File: config.mk
export PLATFORM = sky130hd
export DESIGN_NAME = vpic_top
export DESIGN_NICKNAME = d
export VERILOG_FILES = /design/src/rtl/vpic_pkg.sv /design/src/rtl/vpic_norm_arb.sv /design/src/rtl/vpic_norm_gate.sv /design/src/rtl/vpic_fast_pick.sv /design/src/rtl/vpic_top.sv
export SDC_FILE = /design/constraint.sdc
export NUM_CORES = 2
export LEC_CHECK = 0
export BUFFER_PORTS_ARGS = -buffer_cell sky130_fd_sc_hd__buf_2
export CORE_ASPECT_RATIO = 1.5
export CORE_UTILIZATION = 30
export CTS_BUF_LIST = sky130_fd_sc_hd__clkbuf_8
export DETAILED_ROUTE_END_ITERATION = 8
export PLACE_DENSITY = 0.5
export SYNTH_ARGS = -nofsm -noshare
export SYNTH_HDL_FRONTEND = slang
export SYNTH_SLANG_ARGS = --single-unit
File: constraint.sdc
create_clock -name clk -period 292.2 [get_ports clk]
set_clock_uncertainty 0.2 [all_clocks]
set_input_delay 43.83 -clock clk [delete_from_list [all_inputs] [get_ports clk]]
set_output_delay 43.83 -clock clk [all_outputs]
set_load 0.03 [all_outputs]
File: src/rtl/vpic_pkg.sv
// Shared constants for the vectored prioritized interrupt controller.
// Word indices are on a 5-bit word address. The priority slot block must stay
// at the end because its ordering is reversed against the priority words.
package vpic_pkg;
    localparam int ADDR_W = 5;

    localparam logic [ADDR_W-1:0] A_MASK    = 5'd0;
    localparam logic [ADDR_W-1:0] A_CTRL    = 5'd1;
    localparam logic [ADDR_W-1:0] A_PEND_LO = 5'd2;
    localparam logic [ADDR_W-1:0] A_PEND_HI = 5'd3;
    localparam logic [ADDR_W-1:0] A_EN_LO   = 5'd4;
    localparam logic [ADDR_W-1:0] A_EN_HI   = 5'd5;
    localparam logic [ADDR_W-1:0] A_TYP_LO  = 5'd6;
    localparam logic [ADDR_W-1:0] A_TYP_HI  = 5'd7;
    localparam logic [ADDR_W-1:0] A_EN_NUM  = 5'd8;
    localparam logic [ADDR_W-1:0] A_DIS_NUM = 5'd9;
    localparam logic [ADDR_W-1:0] A_NVEC    = 5'd10;
    localparam logic [ADDR_W-1:0] A_FVEC    = 5'd11;
    localparam logic [ADDR_W-1:0] A_NV_LO   = 5'd12;
    localparam logic [ADDR_W-1:0] A_NV_HI   = 5'd13;
    localparam logic [ADDR_W-1:0] A_FV_LO   = 5'd14;
    localparam logic [ADDR_W-1:0] A_FV_HI   = 5'd15;
    localparam logic [ADDR_W-1:0] A_PRIO0   = 5'd16;

    localparam int          CTRL_W     = 4;
    localparam logic [3:0]  CTRL_DEF   = 4'hF;
    localparam int          CB_FLAG_EN = 0;
    localparam int          CB_FLAG    = 1;

    localparam logic [31:0] NO_VECTOR  = 32'hFFFF_FFFF;
endpackage

File: src/rtl/vpic_norm_arb.sv
// Normal-source arbiter.
// Scans the candidate vector from the top index downwards and keeps a source
// only when its priority is strictly above the best found so far, so that equal
// priorities resolve to the higher-numbered source.
// Assumes: prio_flat holds PRIO_W bits per source, source i at i*PRIO_W.
module vpic_norm_arb #(
    parameter int N_SRC  = 64,
    parameter int PRIO_W = 4,
    localparam int IDX_W = $clog2(N_SRC)
) (
    input  logic [N_SRC-1:0]        cand,
    input  logic [N_SRC*PRIO_W-1:0] prio_flat,
    output logic                    win_valid,
    output logic [IDX_W-1:0]        win_idx,
    output logic [PRIO_W-1:0]       win_prio
);
    // Downward scan with strict-greater replacement.
    always_comb begin
        win_valid = 1'b0;
        win_idx   = '0;
        win_prio  = '0;
        for (int i = N_SRC - 1; i >= 0; i--) begin
            if (cand[i] && (!win_valid || prio_flat[i*PRIO_W +: PRIO_W] > win_prio)) begin
                win_valid = 1'b1;
                win_idx   = IDX_W'(i);
                win_prio  = prio_flat[i*PRIO_W +: PRIO_W];
            end
        end
    end
endmodule

File: src/rtl/vpic_norm_gate.sv
// Threshold gate for the normal request line.
// With no candidate, or with the threshold at its all-ones value, the line
// follows "any candidate". Otherwise a candidate must have a priority strictly
// above the threshold.
// Assumes: MASK_W > PRIO_W, so a priority never equals the pass-all value.
module vpic_norm_gate #(
    parameter int N_SRC  = 64,
    parameter int PRIO_W = 4,
    parameter int MASK_W = 5
) (
    input  logic [N_SRC-1:0]        cand,
    input  logic [N_SRC*PRIO_W-1:0] prio_flat,
    input  logic [MASK_W-1:0]       mask,
    output logic                    irq
);
    localparam logic [MASK_W-1:0] PASS_ALL = '1;

    logic [N_SRC-1:0] above;

    for (genvar i = 0; i < N_SRC; i++) begin : g_cmp
        // Per-source comparison against the threshold.
        assign above[i] = cand[i] && (MASK_W'(prio_flat[i*PRIO_W +: PRIO_W]) > mask);
    end

    // Pass-all or empty case follows the candidate OR; else the comparison OR.
    always_comb begin
        if (cand == '0 || mask == PASS_ALL) irq = |cand;
        else                                 irq = |above;
    end
endmodule

File: src/rtl/vpic_fast_pick.sv
// Fast-source summary: reports whether any fast candidate exists and the
// highest-numbered one, used as the fast vector read value.
module vpic_fast_pick #(
    parameter int N_SRC = 64,
    localparam int IDX_W = $clog2(N_SRC)
) (
    input  logic [N_SRC-1:0] cand,
    output logic             any,
    output logic [IDX_W-1:0] top_idx
);
    // Upward scan; the last hit is the highest index.
    always_comb begin
        any     = 1'b0;
        top_idx = '0;
        for (int i = 0; i < N_SRC; i++) begin
            if (cand[i]) begin
                any     = 1'b1;
                top_idx = IDX_W'(i);
            end
        end
    end
endmodule

File: src/rtl/vpic_top.sv
// Vectored prioritized interrupt controller, top level.
// Holds the register file (pending, enable, type, priorities, threshold,
// control), decodes word accesses and applies the read side effects of the
// two vector words.
// Assumes: N_SRC = 64, so each per-source vector splits into two 32-bit halves.
// bus_rd and bus_wr are single-cycle strobes; bus_rdata is combinational.
module vpic_top
    import vpic_pkg::*;
#(
    parameter int N_SRC  = 64,
    parameter int PRIO_W = 4,
    parameter int MASK_W = 5,
    parameter int DATA_W = 32
) (
    input  logic              clk,
    input  logic              rst_n,
    input  logic [N_SRC-1:0]  src_req,
    input  logic              bus_wr,
    input  logic              bus_rd,
    input  logic [ADDR_W-1:0] bus_addr,
    input  logic [DATA_W-1:0] bus_wdata,
    output logic [DATA_W-1:0] bus_rdata,
    output logic              irq_norm,
    output logic              irq_fast
);
    localparam int IDX_W    = $clog2(N_SRC);
    localparam int HALF     = N_SRC / 2;
    localparam int PER_WORD = DATA_W / PRIO_W;
    localparam int N_PW     = N_SRC / PER_WORD;
    localparam int HW       = DATA_W / 2;

    logic [N_SRC-1:0]             pend_q, pend_d;
    logic [N_SRC-1:0]             en_q, en_d;
    logic [N_SRC-1:0]             typ_q, typ_d;
    logic [N_PW-1:0][DATA_W-1:0]  prio_q, prio_d;
    logic [MASK_W-1:0]            mask_q, mask_d;
    logic [CTRL_W-1:0]            ctrl_q, ctrl_d;

    logic [N_SRC*PRIO_W-1:0] prio_flat;
    logic [N_SRC-1:0]        cand_n, cand_f;
    logic                    win_valid;
    logic [IDX_W-1:0]        win_idx;
    logic [PRIO_W-1:0]       win_prio;
    logic                    f_any;
    logic [IDX_W-1:0]        f_idx;
    logic                    rd_nvec, rd_fvec;

    // Unpack the priority words into a per-source flat vector.
    for (genvar i = 0; i < N_SRC; i++) begin : g_prio
        assign prio_flat[i*PRIO_W +: PRIO_W] =
            prio_q[i / PER_WORD][PRIO_W*(i % PER_WORD) +: PRIO_W];
    end

    assign cand_n  = pend_q & en_q & ~typ_q;
    assign cand_f  = pend_q & en_q & typ_q;
    assign rd_nvec = bus_rd && (bus_addr == A_NVEC);
    assign rd_fvec = bus_rd && (bus_addr == A_FVEC);

    vpic_norm_arb #(.N_SRC(N_SRC), .PRIO_W(PRIO_W)) u_arb (
        .cand      (cand_n),
        .prio_flat (prio_flat),
        .win_valid (win_valid),
        .win_idx   (win_idx),
        .win_prio  (win_prio)
    );

    vpic_norm_gate #(.N_SRC(N_SRC), .PRIO_W(PRIO_W), .MASK_W(MASK_W)) u_gate (
        .cand      (cand_n),
        .prio_flat (prio_flat),
        .mask      (mask_q),
        .irq       (irq_norm)
    );

    vpic_fast_pick #(.N_SRC(N_SRC)) u_fast (
        .cand    (cand_f),
        .any     (f_any),
        .top_idx (f_idx)
    );

    assign irq_fast = f_any;

    // Read multiplexer over the word map.
    always_comb begin
        bus_rdata = '0;
        case (bus_addr)
            A_MASK:    bus_rdata = DATA_W'(mask_q);
            A_CTRL:    bus_rdata = DATA_W'(ctrl_q);
            A_PEND_LO: bus_rdata = pend_q[HALF-1:0];
            A_PEND_HI: bus_rdata = pend_q[N_SRC-1:HALF];
            A_EN_LO:   bus_rdata = en_q[HALF-1:0];
            A_EN_HI:   bus_rdata = en_q[N_SRC-1:HALF];
            A_TYP_LO:  bus_rdata = typ_q[HALF-1:0];
            A_TYP_HI:  bus_rdata = typ_q[N_SRC-1:HALF];
            A_NVEC:    bus_rdata = win_valid ? {HW'(win_idx), HW'(win_prio)} : NO_VECTOR;
            A_FVEC:    bus_rdata = f_any ? {HW'(f_idx), HW'(0)} : NO_VECTOR;
            A_NV_LO:   bus_rdata = cand_n[HALF-1:0];
            A_NV_HI:   bus_rdata = cand_n[N_SRC-1:HALF];
            A_FV_LO:   bus_rdata = cand_f[HALF-1:0];
            A_FV_HI:   bus_rdata = cand_f[N_SRC-1:HALF];
            default: begin
                for (int w = 0; w < N_PW; w++) begin
                    if (bus_addr == A_PRIO0 + ADDR_W'(N_PW - 1 - w)) bus_rdata = prio_q[w];
                end
            end
        endcase
    end

    // Pending next state: software write, then acknowledges, then requests.
    always_comb begin
        pend_d = pend_q;
        if (bus_wr && bus_addr == A_PEND_LO) pend_d[HALF-1:0]     = bus_wdata;
        if (bus_wr && bus_addr == A_PEND_HI) pend_d[N_SRC-1:HALF] = bus_wdata;
        if (rd_nvec && win_valid)            pend_d[win_idx]      = 1'b0;
        if (rd_fvec)                         pend_d               = pend_d & ~cand_f;
        pend_d = pend_d | src_req;
    end

    // Enable next state: halves and set/clear by number.
    always_comb begin
        en_d = en_q;
        if (bus_wr) begin
            case (bus_addr)
                A_EN_LO:   en_d[HALF-1:0]     = bus_wdata;
                A_EN_HI:   en_d[N_SRC-1:HALF] = bus_wdata;
                A_EN_NUM:  en_d[bus_wdata[IDX_W-1:0]] = 1'b1;
                A_DIS_NUM: en_d[bus_wdata[IDX_W-1:0]] = 1'b0;
                default:   ;
            endcase
        end
    end

    // Type, threshold, control and priority next state.
    always_comb begin
        typ_d  = typ_q;
        mask_d = mask_q;
        ctrl_d = ctrl_q;
        prio_d = prio_q;
        if (bus_wr) begin
            case (bus_addr)
                A_TYP_LO: typ_d[HALF-1:0]     = bus_wdata;
                A_TYP_HI: typ_d[N_SRC-1:HALF] = bus_wdata;
                A_MASK:   mask_d = bus_wdata[MASK_W-1:0];
                A_CTRL: begin
                    ctrl_d = bus_wdata[CTRL_W-1:0] & CTRL_DEF;
                    if (bus_wdata[CB_FLAG_EN] && bus_wdata[CB_FLAG]) ctrl_d[CB_FLAG] = 1'b0;
                end
                default: begin
                    for (int w = 0; w < N_PW; w++) begin
                        if (bus_addr == A_PRIO0 + ADDR_W'(N_PW - 1 - w)) prio_d[w] = bus_wdata;
                    end
                end
            endcase
        end
    end

    // State registers with synchronous active-low reset.
    always_ff @(posedge clk) begin
        if (!rst_n) begin
            pend_q <= '0;
            en_q   <= '0;
            typ_q  <= '0;
            prio_q <= '0;
            mask_q <= '1;
            ctrl_q <= '0;
        end else begin
            pend_q <= pend_d;
            en_q   <= en_d;
            typ_q  <= typ_d;
            prio_q <= prio_d;
            mask_q <= mask_d;
            ctrl_q <= ctrl_d;
        end
    end
endmodule

==> metrics.md <==
| Metric | Value |
|---|---|
| Outcome | finished, violations left |
| Failing checks | capacitance limit, slew limit |
| # resized after CTS | 0 |
| Min setup slack post-route | 135.26 ns |
| Setup WS pre-CTS | 138.07 ns |
| Area of the multi-input gates | 33,300 sq um |
| Switch share | 34.6% |
| Final worst path period share | 53.7% |
| Global-route wire length before repair | 384,000 microns |
| DR WL/cell | 34.3 microns |
| Sequential share of the synthesized area | 20.5% |
| CP endpoint kind | output pin |
| Mapped Cells | 6,180 |
| Seq pwr share | 36.4% |
| Num CTS Buffers | 84 |
| Vias per inst | 6.33 |
| Synthesis warning total | 0 |
| Critical path class | flop to output pin |
| Hold Buf Count CTS | 0 |
| # H-tree levels | 3 |
| Min Clock Period, post-route | 156.94 ns |
| Global route total overflow | 0 |
| Antenna violations before repair | 28 |
| Reg-to-reg slack, setup | 179.22 ns |
| Syn Area/Cell | 7.21 sq um |
| Most frequent CP cell | a21oi_1 |
| Final setup vio count | 0 |
| Syn Nets | 6,738 |
| Number of global-route vias before repair | 48,031 |
| Router iterations before antenna repair | 7 |
| # DRC | 0 |
| Post-CTS Setup Inserts | 0 |
| Critical Path RT | 248.17 ns |
| Total of max-cap violations | 1 |
| Cell internal pwr | 118 uW |
| Critical Path AT | 112.91 ns |
| Root Driver | clkbuf_8 |
| Register area | 9150 sq um |
| Chip Width | 317 microns |
| Post-DRT Antenna Nets | 0 |
| Slew margin rel. | -1.76% |
| Top_reg_cell synth | dfxtp_1 |
| Yosys cell types | 115 |
| Power density over cell area | 3.63 nW/um^2 |
| CP Launch Type | flop |
| Maximum clock frequency | 6.37 MHz |
| Slew @ Worst Pin | 1.53 ns |
| FFs w/ async S/R, synth | 0% |
| # port buffers | 138 |
| Num ports | 139 |
| RSZ-0062 raised after global routing | false |
| Clock transition at the registers of the reported paths | 0.07 ns |
| Setup tns final | 0 ns |
| Final hold vios | 0 |
| CTS tree | built |
| Layout cells sized above 1 | 10.8% |
| Placeable Area | 147,000 sq um |
| Worst skew pair latency | 0.86 ns |
| Most frequent cells in the layout | nand2_1 (1,061), o21ai_0 (462), dfxtp_1 (456) |
| Final WL | 281,000 microns |
| Final #Nets | 6,764 |
| Largest net degree at the start of global routing | 141 |
| DP HPWL | 210,000 microns |
| # fillers | 15,804 |
| Die Area | 150,000 sq um |
| Logic pwr share | 20.1% |
| Post-synth EDFFs | 0 |
| Syn Std Cell Area | 44,600 sq um |
| Vias | 51,915 |
| Site row count | 172 |
| Placer Congestion | 1.06 |
| Hold Path Class | flop to flop |
| Critical Path Slowest Stage Cell | o31ai_1 |
| Critical path's largest stage delay | 0.93 ns |
| Syn-to-layout area delta | 11.4% |
| Initial drt markers | 6,081 |
| Clock Path Buffers | 3 |
| Static leakage | 0.0198 uW |
| Critical path fanouts, max | 17 |
| Synthesis-stage register bit count | 457 |
| Peak supply drop | 0.00000348 V |
| Die H | 474 microns |
| Clock Sinks | 457 |
| Slew Viols, Final | 1 |
| Starting Density | 30.3% |
| Total track usage | 36.6% |
| Clock share of power | 43.5% |
| Psw | 62.5 uW |
| Commonest non-fill, non-tap cell in the layout | nand2_1 |
## worst max-delay path: cells and delay by family, from the launching register on
kind | cells | cell delay (ns)
simple gates | 106 | 15.85
buf+inv | 35 | 2.52
fa+ha+maj | 72 | 21.70
compound gates | 247 | 56.58
flops | 1 | 0.40
mux | 42 | 14.90
## cells in the mapped netlist (63+ instances only)
master	instances	area share, %
a21boi_0	338	5.7
a21oi_1	437	4.9
a22oi_1	124	2.1
a31oi_1	63	0.88
and2_1	96	1.3
and3_1	65	0.91
clkbuf_1	298	2.5
dfxtp_1	457	21
ha_1	453	13
inv_1	257	2.2
mux2_2	88	2.2
mux2i_1	90	2.0
nand2_1	1066	9.0
nand2b_1	102	1.4
nand3_1	157	1.8
nand4_1	101	1.4
nor2_1	388	3.3
nor2b_1	111	1.6
nor3_1	88	0.99
o21ai_0	464	5.2
o22ai_1	68	0.95
## cell type report
cell class                      instances  share of cell area [%]
Tap cell                             1914                    4.82
Inverter                              257                    1.95
Clock buffer                          105                    2.91
Sequential cell                       457                    18.4
Multi-Input combinational cell       5126                    67.1
Antenna cell                           13                  0.0655
Timing Repair Buffer                  280                    3.57
Clock inverter                         46                    1.15
## state kept, by name, indices dropped and copies added (netlist names)
register,flops
prio_flat,256
en_q,64
pend_q,64
typ_q,64
mask_q,5
ctrl_q,4
## cell families (layout without fill, tap and decap cells)
| kind of cell | Yosys count | in the layout | synth area share [%] |
|---|---|---|---|
| XOR/XNOR | 1 | 1 | 0.0197 |
| flip-flops | 457 | 457 | 20.5 |
| buffers and inverters | 597 | 688 | 5.12 |
| AND/OR/NAND/NOR | 2353 | 2353 | 24.7 |
| AO/OA/AOI/OAI | 2127 | 2127 | 32.3 |
| adder cells (fa/ha/maj) | 463 | 463 | 12.9 |
| other | 0 | 13 | 0 |
| multiplexers | 182 | 182 | 4.43 |
## power by group through the flow
stage	sequential, uW	combinational (uW)	clock, uW
floorplan	65.7	19.9	0
global placement	66.9	34.5	0
detailed placement	66.9	34.5	0
CTS	65.5	34.6	79.1
global route	65.6	37.5	81.3
finish	65.7	36.3	78.5
## per-stage QoR
| stage | hold WS [ns] | util [%] | instances | power, uW | cell area (sq um) |
|---|---|---|---|---|---|
| global route | 0.296 | 33.8 | 8190 | 184 | 49600 |
| floorplan | 0.243 | - | 6180 | 85.7 | 44600 |
| global placement | 0.253 | 32.4 | 8032 | 101 | 47600 |
| detailed placement | 0.260 | 32.4 | 8032 | 101 | 47600 |
| CTS | 0.269 | 33.7 | 8183 | 179 | 49600 |
| finish | 0.274 | 33.8 | 8198 | 180 | 49700 |
## routing by layer
layer	up-vias	track usage, %	share of wire, %
met3	944	8.47	9.1
met2	3162	56.6	44
met1	25020	40.9	36
met5	-	0	0.028
met4	12	34.9	12
li1	22777	-	-
## worst paths after layout
kind	startpoint	to	depth (start not counted)
setup / recovery	en_q[63]	bus_rdata[19]	502
hold reg to reg	ctrl_q[2]	ctrl_q[2]	2
setup reg to reg	en_q[63]	pend_q[26]	501
hold / removal	ctrl_q[2]	ctrl_q[2]	2
No activity file was read; power rests on OpenSTA's default activity.
